$ cat src/rtl/audio_ctl_pkg.sv
package audio_ctl_pkg;
  localparam int FRAME_BITS = 16;
  localparam int VOL_W      = 5;
  localparam int CNT_W      = $clog2(FRAME_BITS + 2);

  localparam int B_LPF   = 1;
  localparam int B_CHG   = 2;
  localparam int B_MIC   = 3;
  localparam int B_ALC   = 4;
  localparam int B_MODEA = 5;
  localparam int B_MODEB = 6;
  localparam int B_REC   = 7;
  localparam int B_LINE  = 8;
  localparam int B_LMUTE = 9;
  localparam int B_SPK   = 10;
  localparam int B_VOL   = 11;

  localparam logic [FRAME_BITS-1:0] WORD_DEFAULT = 16'h0500;

  typedef enum logic [1:0] {
    FM_PB_ANALOG  = 2'b00,
    FM_PB_DIGITAL = 2'b01,
    FM_REC        = 2'b10
  } filt_mode_t;
endpackage

$ cat src/rtl/pin_sync.sv
module pin_sync #(
  parameter int              WIDTH   = 4,
  parameter logic [WIDTH-1:0] RST_VAL = '0
) (
  input  logic             clk,
  input  logic             rst,
  input  logic [WIDTH-1:0] pin,
  output logic [WIDTH-1:0] level,
  output logic [WIDTH-1:0] rise,
  output logic [WIDTH-1:0] fall
);
  logic [WIDTH-1:0] s1, s2, s3;

  always_ff @(posedge clk) begin
    if (rst) begin
      s1 <= RST_VAL;
      s2 <= RST_VAL;
      s3 <= RST_VAL;
    end else begin
      s1 <= pin;
      s2 <= s1;
      s3 <= s2;
    end
  end

  assign level = s2;
  assign rise  = s2 & ~s3;
  assign fall  = ~s2 & s3;
endmodule

$ cat src/rtl/frame_shifter.sv
module frame_shifter
  import audio_ctl_pkg::*;
(
  input  logic                  clk,
  input  logic                  rst,
  input  logic                  clr,
  input  logic                  cs_act,
  input  logic                  cs_start,
  input  logic                  sclk_rise,
  input  logic                  din,
  output logic [FRAME_BITS-1:0] shreg,
  output logic [CNT_W-1:0]      cnt
);
  localparam logic [CNT_W-1:0] CNT_SAT = CNT_W'(FRAME_BITS + 1);

  always_ff @(posedge clk) begin
    if (rst || clr) begin
      shreg <= '0;
      cnt   <= '0;
    end else if (cs_start) begin
      cnt <= '0;
    end else if (cs_act && sclk_rise) begin
      shreg <= {din, shreg[FRAME_BITS-1:1]};
      if (cnt != CNT_SAT) cnt <= cnt + 1'b1;
    end
  end

  // Between frames nothing moves in the shifter.
  p_idle_hold_r3: assert property (@(posedge clk) disable iff (rst)
    (!cs_act && !cs_start && !clr) |=> ($stable(cnt) && $stable(shreg)));

  p_cnt_cap_r4: assert property (@(posedge clk) disable iff (rst)
    (cnt == CNT_SAT && !cs_start && !clr) |=> (cnt == CNT_SAT));
endmodule

$ cat src/rtl/ctl_register.sv
module ctl_register
  import audio_ctl_pkg::*;
(
  input  logic                  clk,
  input  logic                  rst,
  input  logic                  stby_ok,
  input  logic                  cs_end,
  input  logic [FRAME_BITS-1:0] shreg,
  input  logic [CNT_W-1:0]      cnt,
  output logic [FRAME_BITS-1:0] word_q
);
  localparam logic [CNT_W-1:0] CNT_FULL = CNT_W'(FRAME_BITS);

  logic armed;

  always_ff @(posedge clk) begin
    if (rst || !stby_ok) begin
      word_q <= WORD_DEFAULT;
      armed  <= 1'b0;
    end else if (cs_end) begin
      armed <= 1'b1;
      if (armed && cnt == CNT_FULL) word_q <= shreg;
    end
  end

  p_dummy_blocked_r2: assert property (@(posedge clk) disable iff (rst)
    (stby_ok && cs_end && !armed) |=> $stable(word_q));

  p_bad_count_r4: assert property (@(posedge clk) disable iff (rst)
    (stby_ok && cs_end && cnt != CNT_FULL) |=> $stable(word_q));

  p_standby_default_r10: assert property (@(posedge clk) disable iff (rst)
    !stby_ok |=> (word_q == WORD_DEFAULT && !armed));
endmodule

$ cat src/rtl/ctl_decode.sv
module ctl_decode
  import audio_ctl_pkg::*;
(
  input  logic                  clk,
  input  logic                  rst,
  input  logic [FRAME_BITS-1:0] word,
  output logic                  lpf_narrow,
  output logic                  chg_en,
  output logic                  mic_en,
  output logic                  alc_en,
  output logic                  rec_en,
  output logic                  line_en,
  output logic                  spk_en,
  output logic                  line_mute,
  output logic [1:0]            filt_mode,
  output logic [VOL_W-1:0]      vol_code,
  output logic                  vol_mute
);
  filt_mode_t       mode_d;
  logic [VOL_W-1:0] vol_d;

  always_comb begin
    if (word[B_MODEA])      mode_d = FM_REC;
    else if (word[B_MODEB]) mode_d = FM_PB_DIGITAL;
    else                    mode_d = FM_PB_ANALOG;
    vol_d = word[B_VOL +: VOL_W];
  end

  always_ff @(posedge clk) begin
    if (rst) begin
      lpf_narrow <= WORD_DEFAULT[B_LPF];
      chg_en     <= ~WORD_DEFAULT[B_CHG];
      mic_en     <= ~WORD_DEFAULT[B_MIC];
      alc_en     <= ~WORD_DEFAULT[B_ALC];
      rec_en     <= ~WORD_DEFAULT[B_REC];
      line_en    <= ~WORD_DEFAULT[B_LINE];
      spk_en     <= ~WORD_DEFAULT[B_SPK];
      line_mute  <= ~WORD_DEFAULT[B_LMUTE];
      filt_mode  <= FM_PB_ANALOG;
      vol_code   <= '0;
      vol_mute   <= 1'b1;
    end else begin
      lpf_narrow <= word[B_LPF];
      chg_en     <= ~word[B_CHG];
      mic_en     <= ~word[B_MIC];
      alc_en     <= ~word[B_ALC];
      rec_en     <= ~word[B_REC];
      line_en    <= ~word[B_LINE];
      spk_en     <= ~word[B_SPK];
      line_mute  <= ~word[B_LMUTE];
      filt_mode  <= mode_d;
      vol_code   <= vol_d;
      vol_mute   <= (vol_d == '0);
    end
  end

  p_lpf_follow_r6: assert property (@(posedge clk) disable iff (rst)
    word[B_LPF] |=> lpf_narrow);

  p_rec_mode_r8: assert property (@(posedge clk) disable iff (rst)
    word[B_MODEA] |=> (filt_mode == FM_REC));

  p_vol_mute_r9: assert property (@(posedge clk) disable iff (rst)
    vol_mute |-> (vol_code == '0));
endmodule

$ cat src/rtl/audio_ctl_rx.sv
module audio_ctl_rx
  import audio_ctl_pkg::*;
(
  input  logic        clk,
  input  logic        rst,
  input  logic        standby_n,
  input  logic        cs_n,
  input  logic        sclk,
  input  logic        sdata,
  output logic [15:0] ctl_word,
  output logic        lpf_narrow,
  output logic        chg_en,
  output logic        mic_en,
  output logic        alc_en,
  output logic        rec_en,
  output logic        line_en,
  output logic        spk_en,
  output logic        line_mute,
  output logic [1:0]  filt_mode,
  output logic [4:0]  vol_code,
  output logic        vol_mute
);
  localparam int PINS = 4;
  localparam int P_CS = 0, P_CK = 1, P_DT = 2, P_SB = 3;
  localparam logic [PINS-1:0] PIN_IDLE = 4'b1001;

  logic [PINS-1:0]       lvl, rse, fll;
  logic [FRAME_BITS-1:0] shreg, word_q;
  logic [CNT_W-1:0]      cnt;

  pin_sync #(.WIDTH(PINS), .RST_VAL(PIN_IDLE)) u_sync (
    .clk(clk), .rst(rst),
    .pin({standby_n, sdata, sclk, cs_n}),
    .level(lvl), .rise(rse), .fall(fll)
  );

  frame_shifter u_shift (
    .clk(clk), .rst(rst), .clr(!lvl[P_SB]),
    .cs_act(!lvl[P_CS]), .cs_start(fll[P_CS]),
    .sclk_rise(rse[P_CK]), .din(lvl[P_DT]),
    .shreg(shreg), .cnt(cnt)
  );

  ctl_register u_reg (
    .clk(clk), .rst(rst), .stby_ok(lvl[P_SB]),
    .cs_end(rse[P_CS]), .shreg(shreg), .cnt(cnt),
    .word_q(word_q)
  );

  ctl_decode u_dec (
    .clk(clk), .rst(rst), .word(word_q),
    .lpf_narrow(lpf_narrow), .chg_en(chg_en), .mic_en(mic_en),
    .alc_en(alc_en), .rec_en(rec_en), .line_en(line_en),
    .spk_en(spk_en), .line_mute(line_mute), .filt_mode(filt_mode),
    .vol_code(vol_code), .vol_mute(vol_mute)
  );

  assign ctl_word = word_q;

  p_reset_default_r1: assert property (@(posedge clk)
    $past(rst) |-> (ctl_word == WORD_DEFAULT));
endmodule

$ cat config.mk
export PLATFORM = sky130hd
export DESIGN_NAME = audio_ctl_rx
export DESIGN_NICKNAME = d
export VERILOG_FILES = /design/src/rtl/audio_ctl_pkg.sv /design/src/rtl/pin_sync.sv /design/src/rtl/frame_shifter.sv /design/src/rtl/ctl_register.sv /design/src/rtl/ctl_decode.sv /design/src/rtl/audio_ctl_rx.sv
export SDC_FILE = /design/constraint.sdc
export NUM_CORES = 1
export LEC_CHECK = 0
export ABC_CLOCK_PERIOD_IN_PS = 1550
export BUFFER_PORTS_ARGS = -buffer_cell sky130_fd_sc_hd__buf_2
export CORE_ASPECT_RATIO = 0.8
export CORE_MARGIN = 2
export CORE_UTILIZATION = 31
export CTS_CLUSTER_DIAMETER = 150
export CTS_CLUSTER_SIZE = 28
export DETAILED_ROUTE_END_ITERATION = 6
export MAX_ROUTING_LAYER = met4
export PLACE_DENSITY = 0.58
export REMOVE_ABC_BUFFERS = 1
export SETUP_SLACK_MARGIN = 0.05
export SYNTH_ARGS = -nofsm -noshare
export SYNTH_HDL_FRONTEND = slang
export SYNTH_HIERARCHICAL = 1
export SYNTH_SLANG_ARGS = --single-unit
export TNS_END_PERCENT = 50
$ cat constraint.sdc
create_clock -name clk -period 1.55 [get_ports clk]
set_input_delay 0.31 -clock clk [delete_from_list [all_inputs] [get_ports clk]]
set_output_delay 0.31 -clock clk [all_outputs]
set_load 0.02 [all_outputs]
=== Word-level counts from Yosys, hierarchy flattened ===
Index checks and enable logic that the tools add are counted.

* Register bits after elaboration: 64
* Logic and storage cells: 47

* Add/subtract/negate cells: 1
* Bitwise operators: 12
* Muxes and demuxes: 2
* Eq/ne operators: 2
* Reduce and logical (&&, ||, !) cells: 11

{| class="wikitable"
|+ Operators by type and width
! operator !! count
|-
| inverter 1 bit || 9
|-
| AND reduction 2 bit || 3
|-
| adder 5 x 1 -> 5 bit, second input constant || 1
|-
| equality test 5 bit, second input constant || 1
|-
| zero test 5 bit || 1
|-
| inequality test 5 bit, second input constant || 1
|-
| OR reduction 2 bit || 2
|-
| AND 2 bit || 1
|-
| logical AND 1 bit || 2
|-
| zero test 1 bit || 2
|-
| 2-to-1 mux 2 bit || 1
|-
| inverter 2 bit || 1
|-
| AND 1 bit || 1
|-
| logical OR 1 bit || 1
|-
| 2-to-1 mux 1 bit || 1
|}

=== Depth between registers and ports, before layout ===
Gate-level depths: netlist (run 1).

* Depth after elaboration: 4
* Gate-level depth with buffers: 6

=== By module ===
Netlist (run 1), hierarchy kept.

{| class="wikitable"
|+ Modules (own cells, without submodules)
! module !! seq. area each (µm²) !! instances !! cells an instance !! area each (µm²)
|-
| frame_shifter || 420.4 || 1 || 103 || 825.8
|-
| ctl_register || 340.3 || 1 || 80 || 680.7
|-
| ctl_decode || 320.3 || 1 || 34 || 429.2
|-
| pin_sync || 240.2 || 1 || 33 || 379.1
|-
| audio_ctl_rx || 0.0 || 1 || 2 || 7.5
|}

=== Worst setup path after synthesis (run 1) ===
OpenSTA, ideal clock, no wires.

* Kind: register to register
* Start point: reg u_shift.cnt[2]
* End point: reg u_reg.word_q[1]
* Setup slack: 0.085 ns
* Buffers on the path: 2
* Clock period less this slack: 1.465 ns
* Stages on the path, launching flop included: 6
* Arrival: 1.332 ns
* Data required time: 1.418 ns
* Cells stage by stage: dfxtp_1 or4b_1 buf_2 buf_6 o21ai_0 a21oi_1

* Word-level cells in the longest chain between the ends: 3

{| class="wikitable"
|+ Ends and longest elaborated chain
! element !! RTL line !! source
|-
| from (decl) || frame_shifter.sv:12 || <nowiki>output logic [CNT_W-1:0] cnt</nowiki>
|-
| from (signal assigned) || frame_shifter.sv:24 || <nowiki>if (cnt != CNT_SAT) cnt <= cnt + 1'b1;</nowiki>
|-
| equality test 5 bit || ctl_register.sv:22 || <nowiki>if (armed && cnt == CNT_FULL) word_q <= shreg;</nowiki>
|-
| logical AND 1 bit || ctl_register.sv:22 ||
|-
| AND reduction 2 bit (no line) || n/a ||
|-
| to (signal assigned) || ctl_register.sv:22 ||
|-
| to (decl) || ctl_register.sv:10 || <nowiki>output logic [FRAME_BITS-1:0] word_q</nowiki>
|}

Every way passes these cells.
A chain may end at the register's enable or synchronous reset.

=== Worst setup path after layout (run 1) ===
* Start point: reg u_sync.s2[3] (netlist: u_sync/level[3])
* End point: reg u_shift.cnt[1]

* Word-level cells in the longest chain between the ends: 3

{| class="wikitable"
|+ Ends and longest elaborated chain
! element !! RTL line !! source
|-
| from (decl) || pin_sync.sv:12 || <nowiki>logic [WIDTH-1:0] s1, s2, s3;</nowiki>
|-
| from (signal assigned) || pin_sync.sv:17 || <nowiki>s2 <= RST_VAL;</nowiki>
|-
| from (signal assigned) || pin_sync.sv:21 || <nowiki>s2 <= s1;</nowiki>
|-
| zero test 1 bit || audio_ctl_rx.sv:38 || <nowiki>.clk(clk), .rst(rst), .clr(!lvl[P_SB]),</nowiki>
|-
| logical OR 1 bit || frame_shifter.sv:17 || <nowiki>if (rst || clr) begin</nowiki>
|-
| OR reduction 2 bit (no line) || n/a ||
|}

Every way passes these cells.

==> flow_metrics.env, run 1 <==
export IMPL_cp_start_kind="register"
export IMPL_numPortBuffers=37
export IMPL_critical_path_class="register to register"
export IMPL_cts_sinks=64
export IMPL_clockRootBuffer="clkbuf_8"
export IMPL_multi_input_area_um2=868
export IMPL_diodes=0
export IMPL_drc=0
export IMPL_clockBufferDepth=2
export IMPL_n_fill_cell=720
export IMPL_via_per_inst=4.60
export IMPL_gr_total_overflow=0
export IMPL_power_density_nw_per_um2=1080
export IMPL_cts_max_level=3
export IMPL_layout_drive_gt1_share_pct=22.9
export IMPL_start_util_pct=32.3
export IMPL_die_area_um2=7920
export IMPL_grt_pass1_wl_mm=7.91
export IMPL_end_kind="register"
export IMPL_grt_use_total_pct=13.3
export IMPL_synth_warnings=6
export IMPL_hold_viol_final=0
export IMPL_regArea_um2=1280
export IMPL_rows=27
export IMPL_syn_cell_area_um2=2240
export IMPL_min_from="cs_n"
export IMPL_first_iter_violations=122
export IMPL_rsz0062_at_grt="yes"
export IMPL_grt_max_degree=19
export IMPL_max_slew_margin_pct=62.3
export IMPL_ant_nets=0
export IMPL_cts_buffers=9
export IMPL_grt_pass1_vias=1603
export IMPL_ioPinCount=38
export IMPL_worst_pin_slew_ns=0.565
export IMPL_cts_tree="done"
export IMPL_drtPass1Iterations=4
export IMPL_antenna_found_initial=0
export IMPL_crit_start="u_sync/level[3]$_SDFF_PP1_"
export IMPL_clk_latency_ns=0.34
export IMPL_drt_wl_total_mm=4.60
export IMPL_p_leak_uw=0.00105
export IMPL_r2r_slack_ns=0.11
export IMPL_rr_startpoint="u_sync/level[3]$_SDFF_PP1_"
export IMPL_critPathArrivalTime_ns=1.71
export IMPL_nets=297
export IMPL_synthCells=243
export IMPL_tns_ns=0
export IMPL_gp_congestion=0.765
export IMPL_post_cts_buffers=0
export IMPL_hpwl_mm=3.01
export IMPL_worstPathMaxFanout=5
export IMPL_area_growth_pct=21.4
export IMPL_critPathRequiredTime_ns=1.82
export IMPL_wl_per_cell_um=12.1
export IMPL_hp_class="input port to register"
export IMPL_fin_worst_skew_ns=0.0125
export IMPL_path_clk_slew_ns=0.06
export IMPL_coreArea_um2=6930
export IMPL_die_x_um=99.0
export IMPL_status="finished, final reports clean"
export IMPL_drv_cap=0
export IMPL_drv_slew=0
export IMPL_final_core_util_pct=39.2
export IMPL_fin_crit_ns=1.44
export IMPL_setup_violations=0
export IMPL_min_period_over_period_pct=93.1
export IMPL_clock_fmax_mhz=693
export IMPL_ir_worst_vdd_uv=614
export IMPL_avgSynthCellArea_um2=9.21
export IMPL_num_vias=1749
export IMPL_die_h_um=80.0
-- sequential cells by signal, indices dropped and copies added, names as in the netlist, 2 cells and up --
name / cells
u_shift/shreg: 16
u_sync/s3: 2
u_dec/filt_mode: 2
u_sync/level: 4
u_dec/vol_code: 5
u_reg/word_q: 16
u_shift/cnt: 5
u_sync/s1: 4
-- power by group --
group / total [uW] / internal (uW) / switching, uW
registers: 1660 / 1660 / 4.24
clock network: 1200 / 613 / 591
logic: 72.2 / 27.4 / 44.8
total: 2940 / 2300 / 640
-- metal layers --
layer / wire (um) / vias up / GRT usage (%)
li1: - / 910 / -
met5: 0 / - / -
met4: 15 / 0 / 4.93
met3: 319 / 2 / 5.95
met1: 2260 / 787 / 16.5
met2: 2000 / 50 / 19.1
-- final cells by class --
cell class	count	area share, %
Clock inverter	3	0.691
Timing Repair Buffer	49	10.1
Inverter	4	0.553
Clock buffer	12	5.34
Sequential cell	64	47.3
Tap cell	87	4.01
Multi-Input combinational cell	161	32.0
-- placed cells by master, fill, tap and decap left out, types with 2 or more instances in the layout --
cell type / instances
or4_1: 2
nor2_1: 4
o21ai_1: 10
buf_4: 12
a21oi_1: 34
and2b_1: 2
or3_1: 3
and3b_1: 2
nand3b_1: 2
inv_1: 4
buf_2: 37
nor2b_1: 14
ha_1: 2
nand3_1: 20
nand2b_1: 6
dfxtp_2: 3
clkinv_2: 2
clkbuf_8: 10
o21ai_0: 9
nand2_1: 36
or2_1: 6
dfxtp_1: 61
clkbuf_1: 2
-- final timing paths --
check,end,depth (start not counted)
min,u_sync/s1[0]$_SDFF_PP1_,2
max,u_shift/cnt[1]$_SDFFE_PP0P_,4
min reg2reg,u_sync/level[0]$_SDFF_PP1_,1
max reg2reg,u_shift/cnt[1]$_SDFFE_PP0P_,4
-- metrics by stage --
step,instance area (um^2),instances,setup WS (ns),hold slack [ns],power (uW)
after floorplan,2160,229,0.0281,0.377,1730
after global placement,2550,365,0.129,0.386,1770
after detailed placement,2550,365,0.116,0.387,1770
after CTS,2710,380,0.108,0.121,3000
after global routing,2720,380,0.0346,0.127,3070
final,2720,380,0.107,0.149,2940
-- critical path, stage by stage (launching register included) --
cell and delay, ns:
dfxtp_1 0.35, inv_1 0.07, or3_4 0.41, or4_1 0.47, nand2_1 0.08
-- repair_timing --
item	CTS	global route
hold endpoints to repair	0	0
hold buffers	0	0
endpoints found under the setup margin	0	11
gates resized for setup	0	7
No activity file was read; power rests on OpenSTA's default activity.
==> run 2, diff against run 1 <==
--- a/config.mk
+++ b/config.mk
@@ -5,16 +5,15 @@
 export SDC_FILE = /design/constraint.sdc
 export NUM_CORES = 1
 export LEC_CHECK = 0
-export ABC_CLOCK_PERIOD_IN_PS = 1550
 export BUFFER_PORTS_ARGS = -buffer_cell sky130_fd_sc_hd__buf_2
 export CORE_ASPECT_RATIO = 0.8
 export CORE_MARGIN = 2
-export CORE_UTILIZATION = 31
+export CORE_UTILIZATION = 25
 export CTS_CLUSTER_DIAMETER = 150
 export CTS_CLUSTER_SIZE = 28
 export DETAILED_ROUTE_END_ITERATION = 6
 export MAX_ROUTING_LAYER = met4
-export PLACE_DENSITY = 0.58
+export PLACE_DENSITY = 0.5
 export REMOVE_ABC_BUFFERS = 1
 export SETUP_SLACK_MARGIN = 0.05
 export SYNTH_ARGS = -nofsm -noshare
==> run 2 against run 1 <==
  * Clock power rose by 31%
  * Largest power group unchanged
  * Sequential share of layout area down 1.8 points
  * Worst setup slack got worse by 0.0097 ns
  * Clock-buffer cell count stayed put
  * Register-to-register slack hardly changed
  * Maximum frequency fell by 0.67%
  * Hold slack got worse by 0.0018 ns
  * First-iteration DRC count decreased by 58%
  * Highest routed layer unchanged
  * Combinational power grew 1%
  * Critical endpoint is now u_reg/word_q[12]$_SDFFE_PP0P_
  * Die area is 23% higher
  * Sequential cell count unchanged
==> flow_metrics.env, run 2 (same netlist as run 1, synthesis figures left out) <==
export IMPL_cts_tree="done"
export IMPL_switching_share_pct=19.3
export IMPL_numPortBuffers=37
export IMPL_end_kind="register"
export IMPL_power_density_nw_per_um2=1170
export IMPL_ant_nets=0
export IMPL_die_h_um=88.6
export IMPL_rsz0062_at_grt="yes"
export IMPL_drt_wl_total_mm=4.58
export IMPL_p_comb_share_pct=2.2
export IMPL_worst_pin_slew_ns=0.544
export IMPL_drc=0
export IMPL_crit_chain="or4b_1, buf_4, o21ai_0, a21oi_1"
export IMPL_worstPathMaxFanout=16
export IMPL_mostFrequentLayoutCell="dfxtp_1"
export IMPL_cp_slowest_stage_delay_ns=0.48
export IMPL_p_int_uw=2670
export IMPL_gr_total_overflow=0
export IMPL_hold_viol_final=0
export IMPL_grt_max_degree=31
export IMPL_cts_max_level=3
export IMPL_clockBufferDepth=2
export IMPL_ir_worst_vdd_uv=506
export IMPL_fin_worst_skew_ns=0.00332
export IMPL_p_leak_uw=0.00108
export IMPL_postCtsHoldBufs=0
export IMPL_setup_violations=0
export IMPL_hpwl_mm=2.98
export IMPL_clockRootBuffer="clkbuf_8"
export IMPL_critical_path_class="register to register"
export IMPL_rows=30
export IMPL_diodes=0
export IMPL_clock_fmax_mhz=689
export IMPL_switchingPower_uw=640
export IMPL_critPathArrivalTime_ns=1.68
export IMPL_cts_sinks=64
export IMPL_nets=297
export IMPL_start_util_pct=26.0
export IMPL_area_growth_pct=25.8
export IMPL_path_clk_slew_ns=0.06
export IMPL_drv_cap=0
export IMPL_ioPinCount=38
export IMPL_top_regs="u_reg/word_q (16), u_shift/shreg (16)"
export IMPL_die_area_um2=9730
export IMPL_status="finished, final reports clean"
export IMPL_hp_class="input port to register"
export IMPL_cts_buffers=9
export IMPL_p_seq_share_pct=50.2
export IMPL_fin_crit_ns=1.45
export IMPL_via_per_inst=4.33
export IMPL_grt_use_total_pct=10.9
export IMPL_layout_drive_gt1_share_pct=22.5
export IMPL_critPathRequiredTime_ns=1.78
export IMPL_grt_pass1_wl_mm=7.58
export IMPL_min_period_over_period_pct=93.7
export IMPL_drtPass1Iterations=4
export IMPL_critical_path_slowest_cell="or4b_1"
export IMPL_die_x_um=110
export IMPL_clock_power_share_pct=47.6
export IMPL_coreArea_um2=8600
export IMPL_cp_start_kind="register"
export IMPL_drv_slew=0
export IMPL_whs_ns=0.147
export IMPL_antenna_found_initial=0
export IMPL_wl_per_cell_um=11.3
export IMPL_tns_ns=0
export IMPL_gp_congestion=0.762
export IMPL_first_iter_violations=51
export IMPL_clk_latency_ns=0.34
export IMPL_grt_pass1_vias=1554
export IMPL_max_slew_margin_pct=63.8
export IMPL_num_vias=1755
export IMPL_final_cell_mix="64 x dfxtp_1, 37 x buf_2, 36 x nand2_1"
-- run 2: changes by cell type in the layout (fill, tap and decap cells not counted), sizes merged --
cell / delta
clkinv: -2
bufinv: +2
-- run 2: worst paths after layout --
path	start	to	slack [ns]	cells after the start
worst max-delay path	u_shift/cnt[0]$_SDFFE_PP0P_	u_reg/word_q[12]$_SDFFE_PP0P_	0.1	4
worst min-delay path	cs_n	u_sync/s1[0]$_SDFF_PP1_	0.15	2
worst max register to register	u_shift/cnt[0]$_SDFFE_PP0P_	u_reg/word_q[12]$_SDFFE_PP0P_	0.1	4
worst min register to register	u_sync/s1[0]$_SDFF_PP1_	u_sync/level[0]$_SDFF_PP1_	0.40	1
-- run 2: final cells by class --
class	count	area, um^2
repair buffers	49	288
well taps	112	140
inverters	4	15.0
multi-input cells	161	871
fillers	931	5780
clock buffers	12	155
flip-flops and latches	64	1280
clock inverters	3	65.1
-- run 2: critical path, delay by kind of cell, from the launching register on --
kind / cells / cell delay (ns)
simple gates: 1 / 0.48
flops: 1 / 0.38
compound gates: 2 / 0.28
buf+inv: 1 / 0.20
-- run 2: power groups by stage --
stage | registers (uW) | logic, uW | clock network (uW)
floorplan | 1700 | 36.9 | 0
global placement | 1700 | 74.3 | 0
global route | 1660 | 82.4 | 1730
finish | 1660 | 73.1 | 1570
detailed placement | 1700 | 74.9 | 0
CTS | 1660 | 75.0 | 1630
-- run 2: what timing repair did --
item | in CTS | in global routing
setup buffers | 0 | 0
resized for setup | 0 | 4
endpoints found under the setup margin | 0 | 11
-- run 2: stage by stage --
step           instances  worst slack [ns]  cell area (um^2)  util (%)  total power, uW
2_1_floorplan        229            0.0281              2160         -             1730
3_3_place_gp         390             0.106              2590      30.2             1770
3_5_place_dp         390            0.0690              2590      30.2             1770
4_1_cts              405            0.0895              2810      32.7             3370
5_1_grt              405            0.0253              2820      32.8             3470
6_report             405            0.0977              2820      32.8             3310
-- run 2: metal layers --
metal | GRT usage [%] | share of wire [%]
met4 | 3.34 | 0.92
met1 | 13.6 | 50
met2 | 14.2 | 43
met5 | - | 0
met3 | 6.77 | 6.1
==> run 3, diff against run 2 <==
--- a/config.mk
+++ b/config.mk
@@ -13,7 +13,7 @@
 export CTS_CLUSTER_SIZE = 28
 export DETAILED_ROUTE_END_ITERATION = 6
 export MAX_ROUTING_LAYER = met4
-export PLACE_DENSITY = 0.5
+export PLACE_DENSITY = 0.49
 export REMOVE_ABC_BUFFERS = 1
 export SETUP_SLACK_MARGIN = 0.05
 export SYNTH_ARGS = -nofsm -noshare
==> constraint.sdc (replaced) <==
create_clock -name clk -period 1.47 [get_ports clk]
set_input_delay 0.294 -clock clk [delete_from_list [all_inputs] [get_ports clk]]
set_output_delay 0.294 -clock clk [all_outputs]
set_load 0.02 [all_outputs]
==> run 3 against run 2 <==
  * Wire length is 11% higher
  * Critical path depth stayed put
  * Sequential share of layout area shrank 0.56 points
  * Clock power barely moved
  * Cell area increased by 1.6%
  * Critical path type unchanged
  * Critical endpoint is now u_reg/word_q[14]$_SDFFE_PP0P_
  * Largest power group unchanged
  * Highest routed layer unchanged
==> flow_metrics.env, run 3 (same netlist as run 1, synthesis figures left out) <==
export IMPL_worst_path_dominant_cell_family="simple AND/OR/NAND/NOR gates"
export IMPL_first_iter_violations=80
export IMPL_power_density_nw_per_um2=1190
export IMPL_critical_path_buf_inv_count=1
export IMPL_drv_slew=0
export IMPL_nets=300
export IMPL_numPortBuffers=37
export IMPL_rr_startpoint="u_shift/cnt[2]$_SDFFE_PP0P_"
export IMPL_critPathRequiredTime_ns=1.71
export IMPL_ant_nets=0
export IMPL_cp_depth=4
export IMPL_die_h_um=88.6
export IMPL_cts_sinks=64
export IMPL_switching_share_pct=21.9
export IMPL_fin_worst_skew_ns=0.00924
export IMPL_area_growth_pct=27.8
export IMPL_grtUsageMet3_pct=5.08
export IMPL_switchingPower_uw=744
export IMPL_n_fill_cell=927
export IMPL_cts_tree="done"
export IMPL_postCtsHoldBufs=0
export IMPL_start_util_pct=26.0
export IMPL_crit_start="u_shift/cnt[2]$_SDFFE_PP0P_"
export IMPL_critical_path_class="register to register"
export IMPL_worst_pin_slew_ns=0.589
export IMPL_gr_total_overflow=0
export IMPL_fin_crit_ns=1.40
export IMPL_clk_latency_ns=0.34
export IMPL_drtPass1Iterations=4
export IMPL_r2r_slack_ns=0.07
export IMPL_min_period_over_period_pct=95.5
export IMPL_cts_buffers=9
export IMPL_grt_use_total_pct=11.3
export IMPL_num_vias=1769
export IMPL_drv_cap=0
export IMPL_grt_pass1_wl_mm=7.94
export IMPL_layout_drive_gt1_share_pct=27.0
export IMPL_hp_class="input port to register"
export IMPL_rsz0062_at_grt="yes"
export IMPL_diodes=0
export IMPL_grt_util_met1_pct=14.7
export IMPL_p_total_uw=3390
export IMPL_p_leak_uw=0.00110
export IMPL_via_per_inst=4.34
export IMPL_end_kind="register"
export IMPL_clockBufferDepth=2
export IMPL_mostFrequentLayoutCell="dfxtp_1"
export IMPL_final_cell_mix="60 x dfxtp_1, 37 x buf_2, 35 x nand2_1"
export IMPL_drt_wl_total_mm=5.08
export IMPL_cts_max_level=3
export IMPL_critPathArrivalTime_ns=1.64
export IMPL_die_x_um=110
export IMPL_final_area_um2=2860
export IMPL_drc=0
export IMPL_clock_fmax_mhz=712
export IMPL_path_clk_slew_ns=0.07
export IMPL_placedInstanceArea_um2=2610
export IMPL_worstRegToRegCells=4
export IMPL_clock_power_share_pct=45.9
export IMPL_grt_max_degree=31
export IMPL_top_regs="u_reg/word_q (16), u_shift/shreg (16)"
export IMPL_grt_pass1_vias=1607
export IMPL_r2r_end="u_reg/word_q[14]$_SDFFE_PP0P_"
export IMPL_ir_worst_vdd_uv=483
export IMPL_ioPinCount=38
export IMPL_grt_met2_usage_pct=15.8
export IMPL_grt_busiest_layer="met2"
export IMPL_p_int_uw=2650
export IMPL_hold_viol_final=0
export IMPL_max_slew_margin_pct=60.8
export IMPL_clockRootBuffer="clkbuf_8"
export IMPL_crit_chain="or4b_4, buf_6, o21ai_0, a21oi_1"
export IMPL_wl_per_cell_um=12.5
export IMPL_setup_violations=0
export IMPL_worstPathMaxFanout=8
export IMPL_hpwl_mm=3.09
export IMPL_critPathCapture="u_reg/word_q[14]$_SDFFE_PP0P_"
export IMPL_coreArea_um2=8600
export IMPL_die_area_um2=9730
export IMPL_p_seq_share_pct=51.6
export IMPL_p_comb_share_pct=2.5
export IMPL_status="finished, final reports clean"
export IMPL_critical_path_slowest_cell="or4b_4"
export IMPL_antenna_found_initial=0
export IMPL_gp_congestion=0.719
export IMPL_tns_ns=0
export IMPL_rows=30
export IMPL_cp_slowest_stage_delay_ns=0.57
export IMPL_cp_start_kind="register"
## run 3: cell type report
class	count	area, um^2	area share (%)
Tap cell	112	140	4.90
Clock inverter	4	53.8	1.88
Inverter	4	15.0	0.525
Clock buffer	11	151	5.29
Timing Repair Buffer	52	318	11.1
Sequential cell	64	1290	44.9
Multi-Input combinational cell	161	897	31.4
## run 3: per-layer routing
metal | up-vias | wire length [um]
li1 | 919 | -
met1 | 800 | 2490
met2 | 44 | 2210
met3 | 6 | 336
met4 | 0 | 46
met5 | - | 0
## run 3: worst min-delay path by stage
stage / cells past startpoint / slack (ns) / end / startpoint
after floorplan: 1 / 0.36 / u_dec/line_en$_SDFF_PP0_ / rst
after global routing: 2 / 0.13 / u_sync/s1[0]$_SDFF_PP1_ / cs_n
final: 2 / 0.13 / u_sync/s1[3]$_SDFF_PP1_ / standby_n
after CTS: 2 / 0.12 / u_sync/s1[3]$_SDFF_PP1_ / standby_n
after global placement: 1 / 0.39 / u_dec/mic_en$_SDFF_PP1_ / u_reg/word_q[3]$_SDFFE_PP0P_
after detailed placement: 1 / 0.39 / u_dec/mic_en$_SDFF_PP1_ / u_reg/word_q[3]$_SDFFE_PP0P_
## run 3: what timing repair did
action / 4_1_cts / 5_1_grt
gates cloned: 0 / 1
pin swaps: 0 / 1
gates resized for setup: 2 / 21
endpoints found under the hold margin: 0 / 0
endpoints found under the setup margin: 18 / 24
setup buffers: 0 / 1
## run 3: worst register-to-register path: cells and delay by family, from the launching register on
family | cells | cell delay [ns]
AOI/OAI and AO/OA | 2 | 0.24
and+or+nand+nor | 1 | 0.57
buffers and inverters | 1 | 0.17
DFF | 1 | 0.31
## run 3: power groups by stage
stage | Sequential, uW | Clock (uW) | Combinational [uW]
detailed placement | 1790 | 0 | 82.4
global route | 1750 | 1710 | 96.6
CTS | 1750 | 1610 | 82.3
floorplan | 1790 | 0 | 38.9
global placement | 1790 | 0 | 81.7
finish | 1750 | 1560 | 85.2
## run 3: metrics by stage
step | instances | worst slack [ns] | utilization, % | hold slack (ns)
3_5_place_dp | 392 | -0.0291 | 30.3 | 0.392
6_report | 408 | 0.0663 | 33.3 | 0.132
3_3_place_gp | 392 | 0.000134 | 30.3 | 0.386
5_1_grt | 408 | -0.0299 | 33.3 | 0.131
2_1_floorplan | 229 | -0.0519 | - | 0.361
4_1_cts | 407 | 0.0437 | 32.8 | 0.117
